--- src/rtl/wdog_esc_pkg.sv ---
package wdog_esc_pkg;

  localparam int unsigned ADDR_W   = 5;
  localparam int unsigned PERIOD_W = 29;

  localparam logic [ADDR_W-1:0] A_CFG  = 5'h00;
  localparam logic [ADDR_W-1:0] A_STAT = 5'h04;
  localparam logic [ADDR_W-1:0] A_CMD  = 5'h08;
  localparam logic [ADDR_W-1:0] A_KEY  = 5'h0C;
  localparam logic [ADDR_W-1:0] A_TRLD = 5'h10;
  localparam logic [ADDR_W-1:0] A_TFLG = 5'h14;
  localparam logic [ADDR_W-1:0] A_RSN  = 5'h18;

  localparam logic [31:0] UNLOCK_KEY = 32'h0000_C45A;
  localparam int unsigned TRLD_EN_BIT  = 31;
  localparam int unsigned TRLD_PER_BIT = 30;
  localparam int unsigned TFLG_BIT     = 30;
  localparam logic [31:0] TRLD_MASK    = 32'hDFFF_FFFF;

  localparam logic [2:0] RSN_POWER_ON = 3'd0;
  localparam logic [2:0] RSN_WDOG     = 3'd1;
  localparam logic [2:0] RSN_MAX      = 3'd4;

  typedef struct packed {
    logic       pwr_rst_en;
    logic       sys_rst_en;
    logic       fast_en;
    logic       irq_en;
    logic       count_en;
    logic [3:0] src;
  } cfg_t;

  function automatic cfg_t word_to_cfg(input logic [31:0] w);
    cfg_t c;
    c.src        = w[3:0];
    c.count_en   = w[4];
    c.irq_en     = w[12];
    c.fast_en    = w[13];
    c.sys_rst_en = w[14];
    c.pwr_rst_en = w[15];
    return c;
  endfunction

  function automatic logic [31:0] cfg_to_word(input cfg_t c);
    logic [31:0] w;
    w      = '0;
    w[3:0] = c.src;
    w[4]   = c.count_en;
    w[12]  = c.irq_en;
    w[13]  = c.fast_en;
    w[14]  = c.sys_rst_en;
    w[15]  = c.pwr_rst_en;
    return w;
  endfunction

endpackage

--- src/rtl/wdog_esc_timer.sv ---
module wdog_esc_timer
  import wdog_esc_pkg::*;
#(
  parameter int unsigned TICK_DIV = 4
) (
  input  logic        clk,
  input  logic        rst_n,
  input  logic        wr_i,
  input  logic [31:0] wdata_i,
  input  logic        restart_i,
  output logic [31:0] reload_o,
  output logic        expire_o
);
  localparam int unsigned PRE_W = (TICK_DIV > 1) ? $clog2(TICK_DIV) : 1;
  localparam logic [PRE_W-1:0] PRE_LAST = PRE_W'(TICK_DIV - 1);

  logic [31:0]         rld_q;
  logic [PERIOD_W-1:0] cnt_q;
  logic [PRE_W-1:0]    pre_q;
  logic                exp_q;

  logic                run;
  logic                tick;
  logic [PERIOD_W-1:0] period;

  assign run    = rld_q[TRLD_EN_BIT];
  assign period = rld_q[PERIOD_W-1:0];
  assign tick   = run && (pre_q == PRE_LAST);

  always_ff @(posedge clk or negedge rst_n) begin
    if (!rst_n) begin
      rld_q <= '0;
      cnt_q <= '0;
      pre_q <= '0;
      exp_q <= 1'b0;
    end else begin
      exp_q <= 1'b0;
      if (wr_i) begin
        rld_q <= wdata_i & TRLD_MASK;
        cnt_q <= wdata_i[PERIOD_W-1:0];
        pre_q <= '0;
      end else if (restart_i) begin
        cnt_q <= period;
        pre_q <= '0;
      end else if (run) begin
        if (tick) begin
          pre_q <= '0;
          if (cnt_q <= PERIOD_W'(1)) begin
            exp_q <= 1'b1;
            cnt_q <= period;
            if (!rld_q[TRLD_PER_BIT]) rld_q[TRLD_EN_BIT] <= 1'b0;
          end else begin
            cnt_q <= cnt_q - PERIOD_W'(1);
          end
        end else begin
          pre_q <= pre_q + PRE_W'(1);
        end
      end else begin
        pre_q <= '0;
      end
    end
  end

  assign reload_o = rld_q;
  assign expire_o = exp_q;

  p_expire_needs_en_r1: assert property (@(posedge clk) disable iff (!rst_n)
    expire_o |-> $past(rld_q[TRLD_EN_BIT]));

  p_oneshot_stops_r2: assert property (@(posedge clk) disable iff (!rst_n)
    (expire_o && !$past(rld_q[TRLD_PER_BIT])) |-> !rld_q[TRLD_EN_BIT]);

endmodule

--- src/rtl/wdog_esc_stage.sv ---
module wdog_esc_stage
  import wdog_esc_pkg::*;
#(
  parameter int unsigned EXP_TO_RESET = 4,
  parameter int unsigned FAST_AT      = 2
) (
  input  logic       clk,
  input  logic       rst_n,
  input  logic       expire_i,
  input  logic       start_i,
  input  logic       stop_i,
  input  cfg_t       cfg_i,
  output logic       running_o,
  output logic       status_o,
  output logic       irq_o,
  output logic       fiq_o,
  output logic       sys_rst_o,
  output logic       pwr_rst_o,
  output logic [2:0] reason_o
);
  localparam int unsigned SW = $clog2(EXP_TO_RESET + 1);
  localparam logic [SW-1:0] ST_FIRST = SW'(1);
  localparam logic [SW-1:0] ST_FAST  = SW'(FAST_AT);
  localparam logic [SW-1:0] ST_RESET = SW'(EXP_TO_RESET);

  function automatic logic [SW-1:0] stage_step(input logic [SW-1:0] s);
    return (s >= ST_RESET) ? ST_RESET : s + SW'(1);
  endfunction

  logic [SW-1:0] stage_q;
  logic          running_q, status_q;
  logic          irq_q, fiq_q, srst_q, prst_q;
  logic [2:0]    rsn_q;
  logic          advance;
  logic [SW-1:0] stage_nxt;

  assign advance   = expire_i && running_q && cfg_i.count_en;
  assign stage_nxt = stage_step(stage_q);

  always_ff @(posedge clk or negedge rst_n) begin
    if (!rst_n) begin
      stage_q   <= '0;
      running_q <= 1'b0;
      status_q  <= 1'b0;
      irq_q     <= 1'b0;
      fiq_q     <= 1'b0;
      srst_q    <= 1'b0;
      prst_q    <= 1'b0;
      rsn_q     <= RSN_POWER_ON;
    end else begin
      irq_q  <= 1'b0;
      fiq_q  <= 1'b0;
      srst_q <= 1'b0;
      prst_q <= 1'b0;
      if (stop_i) begin
        running_q <= 1'b0;
        stage_q   <= '0;
        status_q  <= 1'b0;
      end else if (start_i) begin
        running_q <= 1'b1;
        stage_q   <= '0;
        status_q  <= 1'b0;
      end else if (advance) begin
        stage_q <= stage_nxt;
        if (stage_nxt == ST_FIRST) begin
          status_q <= 1'b1;
          irq_q    <= cfg_i.irq_en;
        end
        if (stage_nxt == ST_FAST) fiq_q <= cfg_i.fast_en;
        if (stage_nxt == ST_RESET) begin
          srst_q    <= cfg_i.sys_rst_en;
          prst_q    <= cfg_i.pwr_rst_en;
          rsn_q     <= RSN_WDOG;
          running_q <= 1'b0;
        end
      end
    end
  end

  assign running_o = running_q;
  assign status_o  = status_q;
  assign irq_o     = irq_q;
  assign fiq_o     = fiq_q;
  assign sys_rst_o = srst_q;
  assign pwr_rst_o = prst_q;
  assign reason_o  = rsn_q;

  p_irq_with_status_r5: assert property (@(posedge clk) disable iff (!rst_n)
    irq_o |-> status_o);

  p_fast_after_expiry_r6: assert property (@(posedge clk) disable iff (!rst_n)
    fiq_o |-> ($past(expire_i) && status_o));

  p_rst_after_expiry_r7: assert property (@(posedge clk) disable iff (!rst_n)
    (sys_rst_o || pwr_rst_o) |-> ($past(expire_i) && !running_o && reason_o == RSN_WDOG));

  p_restart_clears_r8: assert property (@(posedge clk) disable iff (!rst_n)
    (start_i && !stop_i) |=> (!status_o && running_o));

  p_reason_legal_r10: assert property (@(posedge clk) disable iff (!rst_n)
    reason_o <= RSN_MAX);

  p_idle_no_pulse_r11: assert property (@(posedge clk) disable iff (!rst_n)
    (!running_o && !start_i) |=> !(irq_o || fiq_o || sys_rst_o || pwr_rst_o));

endmodule

--- src/rtl/wdog_esc.sv ---
module wdog_esc
  import wdog_esc_pkg::*;
#(
  parameter int unsigned TICK_DIV     = 4,
  parameter int unsigned EXP_TO_RESET = 4,
  parameter int unsigned FAST_AT      = 2
) (
  input  logic        clk,
  input  logic        rst_n,
  input  logic        req_valid_i,
  output logic        req_ready_o,
  input  logic        req_write_i,
  input  logic [4:0]  req_addr_i,
  input  logic [31:0] req_wdata_i,
  output logic        rsp_valid_o,
  output logic [31:0] rsp_rdata_o,
  output logic        irq_o,
  output logic        fast_irq_o,
  output logic        sys_rst_req_o,
  output logic        pwr_rst_req_o
);
  logic        wr, rd;
  logic        wr_cfg, wr_cmd, wr_key, wr_trld, wr_tflg;
  logic        start_cmd, stop_cmd;
  logic        key_armed_q, tflag_q;
  cfg_t        cfg_q;
  logic [31:0] reload;
  logic        expire, running, status;
  logic [2:0]  reason;
  logic [31:0] rd_data;
  logic        rsp_valid_q;
  logic [31:0] rsp_data_q;

  assign req_ready_o = 1'b1;
  assign wr      = req_valid_i && req_write_i;
  assign rd      = req_valid_i && !req_write_i;
  assign wr_cfg  = wr && (req_addr_i == A_CFG);
  assign wr_cmd  = wr && (req_addr_i == A_CMD);
  assign wr_key  = wr && (req_addr_i == A_KEY);
  assign wr_trld = wr && (req_addr_i == A_TRLD);
  assign wr_tflg = wr && (req_addr_i == A_TFLG);

  assign stop_cmd  = wr_cmd && req_wdata_i[1] && key_armed_q;
  assign start_cmd = wr_cmd && req_wdata_i[0];

  always_ff @(posedge clk or negedge rst_n) begin
    if (!rst_n) begin
      cfg_q       <= '0;
      key_armed_q <= 1'b0;
      tflag_q     <= 1'b0;
    end else begin
      if (wr_cfg) cfg_q <= word_to_cfg(req_wdata_i);
      if (wr_cmd)      key_armed_q <= 1'b0;
      else if (wr_key) key_armed_q <= (req_wdata_i == UNLOCK_KEY);
      if (expire)                                tflag_q <= 1'b1;
      else if (wr_tflg && req_wdata_i[TFLG_BIT]) tflag_q <= 1'b0;
    end
  end

  wdog_esc_timer #(.TICK_DIV(TICK_DIV)) u_timer (
    .clk       (clk),
    .rst_n     (rst_n),
    .wr_i      (wr_trld),
    .wdata_i   (req_wdata_i),
    .restart_i (start_cmd && !stop_cmd),
    .reload_o  (reload),
    .expire_o  (expire)
  );

  wdog_esc_stage #(.EXP_TO_RESET(EXP_TO_RESET), .FAST_AT(FAST_AT)) u_stage (
    .clk       (clk),
    .rst_n     (rst_n),
    .expire_i  (expire),
    .start_i   (start_cmd),
    .stop_i    (stop_cmd),
    .cfg_i     (cfg_q),
    .running_o (running),
    .status_o  (status),
    .irq_o     (irq_o),
    .fiq_o     (fast_irq_o),
    .sys_rst_o (sys_rst_req_o),
    .pwr_rst_o (pwr_rst_req_o),
    .reason_o  (reason)
  );

  always_comb begin
    rd_data = '0;
    case (req_addr_i)
      A_CFG:   rd_data = cfg_to_word(cfg_q);
      A_STAT:  rd_data[1] = status;
      A_KEY:   rd_data[0] = key_armed_q;
      A_TRLD:  rd_data = reload;
      A_TFLG:  rd_data[TFLG_BIT] = tflag_q;
      A_RSN:   rd_data[2:0] = reason;
      default: rd_data = '0;
    endcase
  end

  always_ff @(posedge clk or negedge rst_n) begin
    if (!rst_n) begin
      rsp_valid_q <= 1'b0;
      rsp_data_q  <= '0;
    end else begin
      rsp_valid_q <= rd;
      if (rd) rsp_data_q <= rd_data;
    end
  end

  assign rsp_valid_o = rsp_valid_q;
  assign rsp_rdata_o = rsp_data_q;

  p_key_consumed_r9: assert property (@(posedge clk) disable iff (!rst_n)
    wr_cmd |=> !key_armed_q);

  p_unkeyed_stop_ignored_r9: assert property (@(posedge clk) disable iff (!rst_n)
    (wr_cmd && !key_armed_q && running && !expire) |=> running);

  p_tflag_on_expiry_r3: assert property (@(posedge clk) disable iff (!rst_n)
    expire |=> tflag_q);

endmodule

--- config.mk ---
export PLATFORM = sky130hd
export DESIGN_NAME = wdog_esc
export DESIGN_NICKNAME = d
export VERILOG_FILES = /design/src/rtl/wdog_esc_pkg.sv /design/src/rtl/wdog_esc_timer.sv /design/src/rtl/wdog_esc_stage.sv /design/src/rtl/wdog_esc.sv
export SDC_FILE = /design/constraint.sdc
export NUM_CORES = 1
export LEC_CHECK = 0
export ABC_AREA = 1
export BUFFER_PORTS_ARGS = -buffer_cell sky130_fd_sc_hd__buf_2
export CORE_MARGIN = 2
export CORE_UTILIZATION = 50
export CTS_CLUSTER_DIAMETER = 80
export CTS_CLUSTER_SIZE = 40
export DETAILED_ROUTE_END_ITERATION = 10
export PLACE_DENSITY = 0.74
export SLEW_MARGIN = 25
export SYNTH_ARGS = -nofsm -noshare
export SYNTH_HDL_FRONTEND = slang
export SYNTH_HIERARCHICAL = 1
export SYNTH_SLANG_ARGS = --single-unit
--- constraint.sdc ---
create_clock -name clk -period 3.3 [get_ports clk]
set_input_delay 0.165 -clock clk [delete_from_list [all_inputs] [get_ports clk]]
set_output_delay 0.165 -clock clk [all_outputs]
set_load 0.1 [all_outputs]
==> results.txt, run 1 <==
----------------------------------------------------
[Final layout]
  Ant. Diodes ... 0
  Register area ... roughly 2900 µm²
  Total area of multi-input combinational cells ... roughly 3300 µm²
  Net count, final ... about 1100
  Post-synthesis to final-layout area growth ... 16.9%
  Fillers ... 1192
  Number of standard cells in the layout, taps in and fillers out ... ~1200
  Share of cells above drive strength 1 ... 0.183

[GRT]
  Antenna violations before repair ... 0
  Met1 usage in global routing ... 0.354
  Global routing usage on met2 ... 0.383
  Number of global-route vias before repair ... between 5000 and 6000
  Most heavily used metal layer in global routing ... met2
  Remaining global-route overflow ... 0
  Largest net degree at the start of global routing ... between 100 and 150
  Met3 routing resource usage after global routing ... 0.0569
  GRT Overall Usage ... 0.253
  Global-route wire length before repair ... between 20000 and 30000 µm

[Clock network]
  Htree depth ... 4
  Number of buffers on the longest clock path ... 2
  TritonCTS clock tree ... yes
  Clock network latency to the later pin of the worst-skew pair ... approximately 0.42 ns
  TritonCTS Buffers ... 17
  Clock Sinks ... 117
  CTS Root Cell ... sky130_fd_sc_hd__clkbuf_16
  Clock input transition at the sequential cells of the worst setup and hold paths ... 0.05 ns

[Synth]
  Post-synth top flop ... sky130_fd_sc_hd__dfrtp_1
  Leading cell type by number of instances after synthesis ... sky130_fd_sc_hd__nand2_1
  Share of the synthesized area in the top cell type ... 0.428
  Top post-synthesis cells by count ... 282 x sky130_fd_sc_hd__nand2_1, 126 x sky130_fd_sc_hd__nor2_1, 117 x sky130_fd_sc_hd__dfrtp_1, 95 x sky130_fd_sc_hd__inv_1, 63 x sky130_fd_sc_hd__nand3_1
  Number of distinct standard cells referenced by the synthesized netlist ... 42
  Main area contributors after synthesis ... sky130_fd_sc_hd__dfrtp_1 43%, sky130_fd_sc_hd__nand2_1 15%, sky130_fd_sc_hd__nor2_1 6.9%
  Synth warnings ... 6
  Syn_area_per_cell ... around 7.3 µm²
  Proportion of synthesized chip area in sequential cells ... 0.428
  Synthesis-stage register bit count ... approximately 120
  EDFF count, synth ... 0
  Number of cells produced by synthesis ... 943
  Library cell occupying the most area in the post-synthesis netlist ... sky130_fd_sc_hd__dfrtp_1
  Async set-or-reset flop fraction in the synthesized netlist ... 1.00
  Post-synth design cell area ... just under 7000 µm²

[Worst setup path]
  Crit path cell chain ... inv_2 > ha_1 > nand2_1 > nor2_1 > nand2_1 > xor2_1 > nand2_2 > nand3_1 > nand2_1 > inv_1
  Data required time of the worst path ... between 3 and 4 ns
  Nature of the critical path startpoint ... flip-flop
  CP peak stage delay ... ~0.42 ns
  Critical path type ... reg2reg
  Dominant cell type by count on the critical path ... sky130_fd_sc_hd__nand2_1
  Slowest cell on crit path ... sky130_fd_sc_hd__dfrtp_1
  Largest delay share family, worst path ... simple AND/OR/NAND/NOR gates
  Worst setup path startpoint ... u_timer/cnt_q[0]
  Arrival time at the worst endpoint ... ~2.3 ns
  Capturing element type of the critical path ... flip-flop
  Buf/Inv on CP ... 2
  Launch point of the worst reg-to-reg path ... u_timer/cnt_q[0]
  Largest fanout on the critical path ... 6

[Route]
  Total wirelength of the detailed-routed design ... roughly 18000 µm
  Initial DRC count ... around 600
  Mean routed wirelength per cell ... 14.7 µm
  Drt pass-1 iters ... 6
  Remaining design rule violation count ... 0
  Per-cell via count in the routed design ... a little over 5
  Routed Antenna Nets ... 0
  Routed via count ... approximately 6300

[Power]
  Pwr Density ... 548 nW/µm²
  Reported leakage power ... about 4.1 nW
  Worst vdd ir ... 0.000324 V
  Total design power ... roughly 4.4 mW

[Hold path]
  Launch instance of the worst min-delay path ... req_wdata_i[21]
  Type of the tightest min-delay check ... in2reg

[Placement]
  # port buffers ... 77
  Half-perimeter wire length after detailed placement ... 12500 µm
  Instance count after placement with tap cells included ... ~1200
  GPL Wtd Cong ... between 0.9 and 1

[Die]
  DIE HEIGHT ... roughly 120 µm
  Overall die area ... between 10000 and 15000 µm²
  Horizontal extent of the die ... 121 µm
  Total core area ... about 13000 µm²
  Number of cell rows ... between 40 and 50
  Ports ... 79
  Starting density of the core ... 0.515

[Timing]
  RSZ-0062 raised after global routing ... no
  Slew margin rel. ... 0.475
  Final setup skew ... about 0.0080 ns
  Slew at the pin with the worst max-slew slack ... between 0.7 and 0.8 ns
  Final clock period utilization by the worst path ... 0.596
  Final setup vio count ... 0
  Final critical path time including I/O delays and setup ... approximately 2.0 ns
  Count of pins over their slew limit ... 0
  Hold Fails Final Rpt ... 0
  Highest clock rate ... 0.509 GHz
  Setup_tns ... 0 ns
  Hold WS ... between 0.005 and 0.006 ns

[Run]
  Total of max-cap violations ... 0

[Run status]
  Status ... complete, no violations

----------------------------------------------------
-- routing by layer --
layer	vias to the layer above	share of wire
met5	-	0
met4	0	0.022
met3	40	0.070
met2	263	0.45
met1	2882	0.45
li1	3081	-
-- power by group --
| group | internal (mW) | switching, mW | leakage (nW) |
|---|---|---|---|
| Combinational | 0.223 | 0.525 | 2.44 |
| Sequential | 1.59 | 0.128 | 1.40 |
| Clock | 1.28 | 0.636 | 0.302 |
-- metrics by stage --
stage | cell area [µm²] | setup WS [ns] | util
3_5_place_dp | 7270 | 1.05 | 0.547
5_1_grt | 8000 | 1.18 | 0.602
2_1_floorplan | 6850 | 1.48 | -
6_report | 8000 | 1.33 | 0.602
4_1_cts | 8000 | 1.34 | 0.602
3_3_place_gp | 7270 | 1.12 | 0.547
-- flip-flops by register name, indices dropped and copies added, names as in the netlist, 2 cells and up --
register / flops
u_timer/reload_o: 31
u_timer/pre_q: 2
u_timer/cnt_q: 29
rsp_rdata_o: 32
cfg_q: 9
u_stage/stage_q: 3
-- final timing paths --
check | to | slack (ns) | cells past startpoint
max in group asynchronous | cfg_q[4] | 2.00 | 3
setup reg to reg | u_timer/cnt_q[16] | 1.33 | 10
min in group asynchronous | u_timer/reload_o[7] | 0.37 | 2
hold reg to reg | u_timer/pre_q[0] | 0.45 | 1
hold / removal | u_timer/reload_o[21] | 0.006 | 3
setup / recovery | u_timer/cnt_q[16] | 1.33 | 10
-- worst min-delay path: stages --
cell and delay [ns]:
sky130_fd_sc_hd__buf_2 0.11, sky130_fd_sc_hd__nand2_1 0.05, sky130_fd_sc_hd__o21ai_0 0.06
-- layout by cell type, fill, tap and decap left out, types with 5 or more instances in the layout --
master                          synthesis  routed
sky130_fd_sc_hd__nand2_1              282     282
sky130_fd_sc_hd__nor2_1               126     126
sky130_fd_sc_hd__dfrtp_1              117     117
sky130_fd_sc_hd__inv_1                 95      95
sky130_fd_sc_hd__buf_2                 12      76
sky130_fd_sc_hd__nand3_1               63      63
sky130_fd_sc_hd__a21oi_1               58      58
sky130_fd_sc_hd__o21ai_0               28      28
sky130_fd_sc_hd__clkbuf_16              0      17
sky130_fd_sc_hd__nand2_2               16      16
sky130_fd_sc_hd__xor2_1                16      16
sky130_fd_sc_hd__nor2_2                15      15
sky130_fd_sc_hd__nand4_1               14      14
sky130_fd_sc_hd__inv_2                 11      11
sky130_fd_sc_hd__nor2_4                11      11
sky130_fd_sc_hd__dlygate4sd3_1          0      11
sky130_fd_sc_hd__nand3b_1               6       6
sky130_fd_sc_hd__nor3_1                 6       5
sky130_fd_sc_hd__o21ai_2                5       5
sky130_fd_sc_hd__clkbuf_8               0       5
sky130_fd_sc_hd__buf_4                  9       5
sky130_fd_sc_hd__ha_1                   5       5
-- area by class of cell --
type                       count  share of cell area
timing repair buffer          93              0.0685
sequential                   117               0.366
inverter                     110              0.0532
tap                          176              0.0275
clock inverter                 8              0.0150
multi-input combinational    678               0.407
clock buffer                  24              0.0627
-- logic make-up (layout without fill, tap and decap cells) --
kind of cell | Yosys count | count (layout) | share of synthesized area
other cells | 3 | 4 | 0.00165
compound gates | 95 | 95 | 0.0737
simple gates | 555 | 555 | 0.366
buf+inv | 149 | 235 | 0.0974
fa+ha+maj | 5 | 5 | 0.00914
xor+xnor | 19 | 19 | 0.0243
flops | 117 | 117 | 0.428
-- repair_timing --
action                    4_1_cts  5_1_grt
buffers inserted                0        0
hold buffers                   11        0
hold endpoints to repair       68        0
resized for setup               0        0
Power figures use the tool's default switching activity.
==> inputs of run 2 (changes only) <==
Settings changed: PLACE_DENSITY 0.74 to 0.77.
Clock period 3.3 ns to 1.65 ns, I/O delays scaled along.
==> run 2 against run 1 <==
The run now ends with setup timing left. Utilization up 9.4 points. Sequential power is 100% higher. Die area unchanged. Non-clock buffer count grew 101. Register-to-register slack got worse by 1.5 ns. Sequential share of layout area down 4.8 points. Critical path type unchanged. Critical endpoint is now u_timer/cnt_q[28].
==> results.txt, run 2 (synthesis results as in run 1) <==
----------------------------------------------------
[Worst setup path]
  Arrival time at the worst endpoint ... 2.15 ns
  Data required time of the worst path ... around 2.0 ns
  Nature of the critical path startpoint ... flip-flop
  Largest fanout on the critical path ... 6
  Logic depth of the worst register-to-register path ... 12
  Launch point of the worst reg-to-reg path ... u_timer/cnt_q[23]
  Reg2Reg Capture Point ... u_timer/cnt_q[28]
  Setup slack on the worst flop-to-flop path ... -0.15 ns
  Critical path type ... reg2reg
  Capturing element type of the critical path ... flip-flop

[Hold path]
  Cell depth of the worst hold path ... 5
  Launch instance of the worst min-delay path ... req_addr_i[3]
  Type of the tightest min-delay check ... in2reg
  Hold EP ... tflag_q

[Final layout]
  Ant. Diodes ... 0
  Final instance area ... roughly 9000 µm²
  Fillers ... 940
  Net count, final ... about 1200
  Flip-flop count of the largest register, all copies and words added ... 32
  Commonest non-fill, non-tap cell in the layout ... sky130_fd_sc_hd__nand2_1
  Total area of multi-input combinational cells ... ~3500 µm²
  Core utilization of the finished layout ... 0.696
  Post-synthesis to final-layout area growth ... 35.2%
  Most frequent cells in the layout ... 264 x sky130_fd_sc_hd__nand2_1, 107 x sky130_fd_sc_hd__dfrtp_1, 106 x sky130_fd_sc_hd__nor2_1
  Register area ... 2940 µm²
  Share of cells above drive strength 1 ... 0.300

[Route]
  Total wirelength of the detailed-routed design ... 20700 µm
  Drt pass-1 iters ... 8
  Initial DRC count ... approximately 800
  Mean routed wirelength per cell ... 15.8 µm
  Routed via count ... 6970
  Remaining design rule violation count ... 0
  Routed Antenna Nets ... 0
  Per-cell via count in the routed design ... around 5.3

[Clock network]
  TritonCTS Buffers ... 17
  Clock network latency to the later pin of the worst-skew pair ... 0.42 ns
  Htree depth ... 4
  Number of buffers on the longest clock path ... 2
  Clock input transition at the sequential cells of the worst setup and hold paths ... ~0.060 ns
  CTS Root Cell ... sky130_fd_sc_hd__clkbuf_16
  Clock Sinks ... ~120
  TritonCTS clock tree ... yes

[Die]
  Overall die area ... 14600 µm²
  Ports ... about 80
  Starting density of the core ... 0.515
  Horizontal extent of the die ... around 120 µm
  DIE HEIGHT ... around 120 µm
  Number of cell rows ... between 40 and 50
  Total core area ... around 13000 µm²

[Timing]
  Hold Fails Final Rpt ... 0
  Final clock period utilization by the worst path ... 1.09
  Hold WS ... about 0.094 ns
  Count of pins over their slew limit ... 0
  Worst setup slack after layout ... -0.149 ns
  Final setup skew ... about 0.012 ns
  Setup_tns ... -3.22 ns
  RSZ-0062 raised after global routing ... yes
  Final setup vio count ... 30
  Highest clock rate ... around 0.56 GHz
  Final critical path time including I/O delays and setup ... ~1.8 ns

[GRT]
  Global-route wire length before repair ... around 32000 µm
  Number of global-route vias before repair ... 6688
  Remaining global-route overflow ... 0
  Largest net degree at the start of global routing ... a little under 70
  Antenna violations before repair ... 0
  GRT Overall Usage ... 0.283

[Run status]
  Violations in the final reports ... setup timing
  Status ... finished, violations left

[Placement]
  Half-perimeter wire length after detailed placement ... between 10000 and 15000 µm
  Instance area after placement ... 7900 µm²
  GPL Wtd Cong ... 0.912
  # port buffers ... 77

[Run]
  Total of max-cap violations ... 0

[Power]
  Worst vdd ir ... around 0.00066 V
  Pwr Density ... 1000 nW/µm²
  Reported leakage power ... about 4.7 nW

----------------------------------------------------
-- run 2: changes by cell type in the layout (fill, tap and decap cells not counted), sizes merged --
cell         previous run  this run
inv                   108       110
buf                    82       160
clkinv                  5         6
dlygate4sd3            11        32
clkinvlp                2         1
-- run 2: stage by stage --
step | worst slack [ns] | cells | total power [mW]
2_1_floorplan | 0.0289 | 944 | 4.50
3_3_place_gp | -0.0150 | 1234 | 5.06
3_5_place_dp | -0.0420 | 1234 | 5.11
4_1_cts | -0.00117 | 1301 | 9.16
5_1_grt | -0.201 | 1307 | 9.66
6_report | -0.149 | 1307 | 9.27
-- run 2: power breakdown --
| part | total, mW | internal (mW) | leakage (nW) | switching, mW |
|---|---|---|---|---|
| clock network | 3.96 | 2.58 | 0.313 | 1.38 |
| logic | 1.86 | 0.693 | 3.02 | 1.17 |
| registers | 3.44 | 3.18 | 1.39 | 0.266 |
| total | 9.27 | 6.45 | 4.72 | 2.81 |
-- run 2: worst max-delay path by stage --
| stage | endpoint | from | slack [ns] | cells past startpoint |
|---|---|---|---|---|
| finish | u_timer/cnt_q[28] | u_timer/cnt_q[23] | -0.15 | 12 |
| global placement | u_timer/cnt_q[28] | u_timer/cnt_q[7] | -0.02 | 12 |
| CTS | u_timer/cnt_q[16] | u_timer/cnt_q[23] | -0.001 | 13 |
| global route | u_timer/cnt_q[16] | u_timer/cnt_q[25] | -0.20 | 13 |
| detailed placement | u_timer/cnt_q[28] | u_timer/cnt_q[1] | -0.04 | 13 |
| floorplan | u_timer/cnt_q[19] | req_addr_i[4] | 0.03 | 12 |
-- run 2: final cells by class --
class	count	area share
multi-input cells	678	0.382
flip-flops and latches	117	0.318
repair buffers	194	0.161
clock buffers	22	0.0534
inverters	110	0.0462
well taps	176	0.0238
clock inverters	10	0.0154
-- run 2: worst max-delay path: stages (launching register included) --
cell                      delay (ns)
sky130_fd_sc_hd__dfrtp_2        0.44
sky130_fd_sc_hd__nor2_2         0.15
sky130_fd_sc_hd__nand2_1        0.12
sky130_fd_sc_hd__nor2_1         0.19
sky130_fd_sc_hd__nand2_2        0.11
sky130_fd_sc_hd__inv_4          0.09
sky130_fd_sc_hd__nand2_8        0.07
sky130_fd_sc_hd__nand3_4        0.11
sky130_fd_sc_hd__buf_12         0.14
sky130_fd_sc_hd__nand2_1        0.06
sky130_fd_sc_hd__nand2_1        0.09
sky130_fd_sc_hd__nor2_1         0.06
sky130_fd_sc_hd__nor2_1         0.08
-- run 2: per-layer routing --
layer,wire length (µm),GRT usage
met5,0,0
met4,644,0.114
met3,1820,0.0616
met2,9860,0.457
met1,8330,0.370
-- run 2: timing repair --
action | in CTS | in global routing
pin swaps | 6 | 26
buffers inserted | 4 | 4
hold endpoints to repair | 156 | 0
resized for setup | 17 | 70
hold buffers | 32 | 0
cloned | 0 | 2
endpoints found under the setup margin | 25 | 31
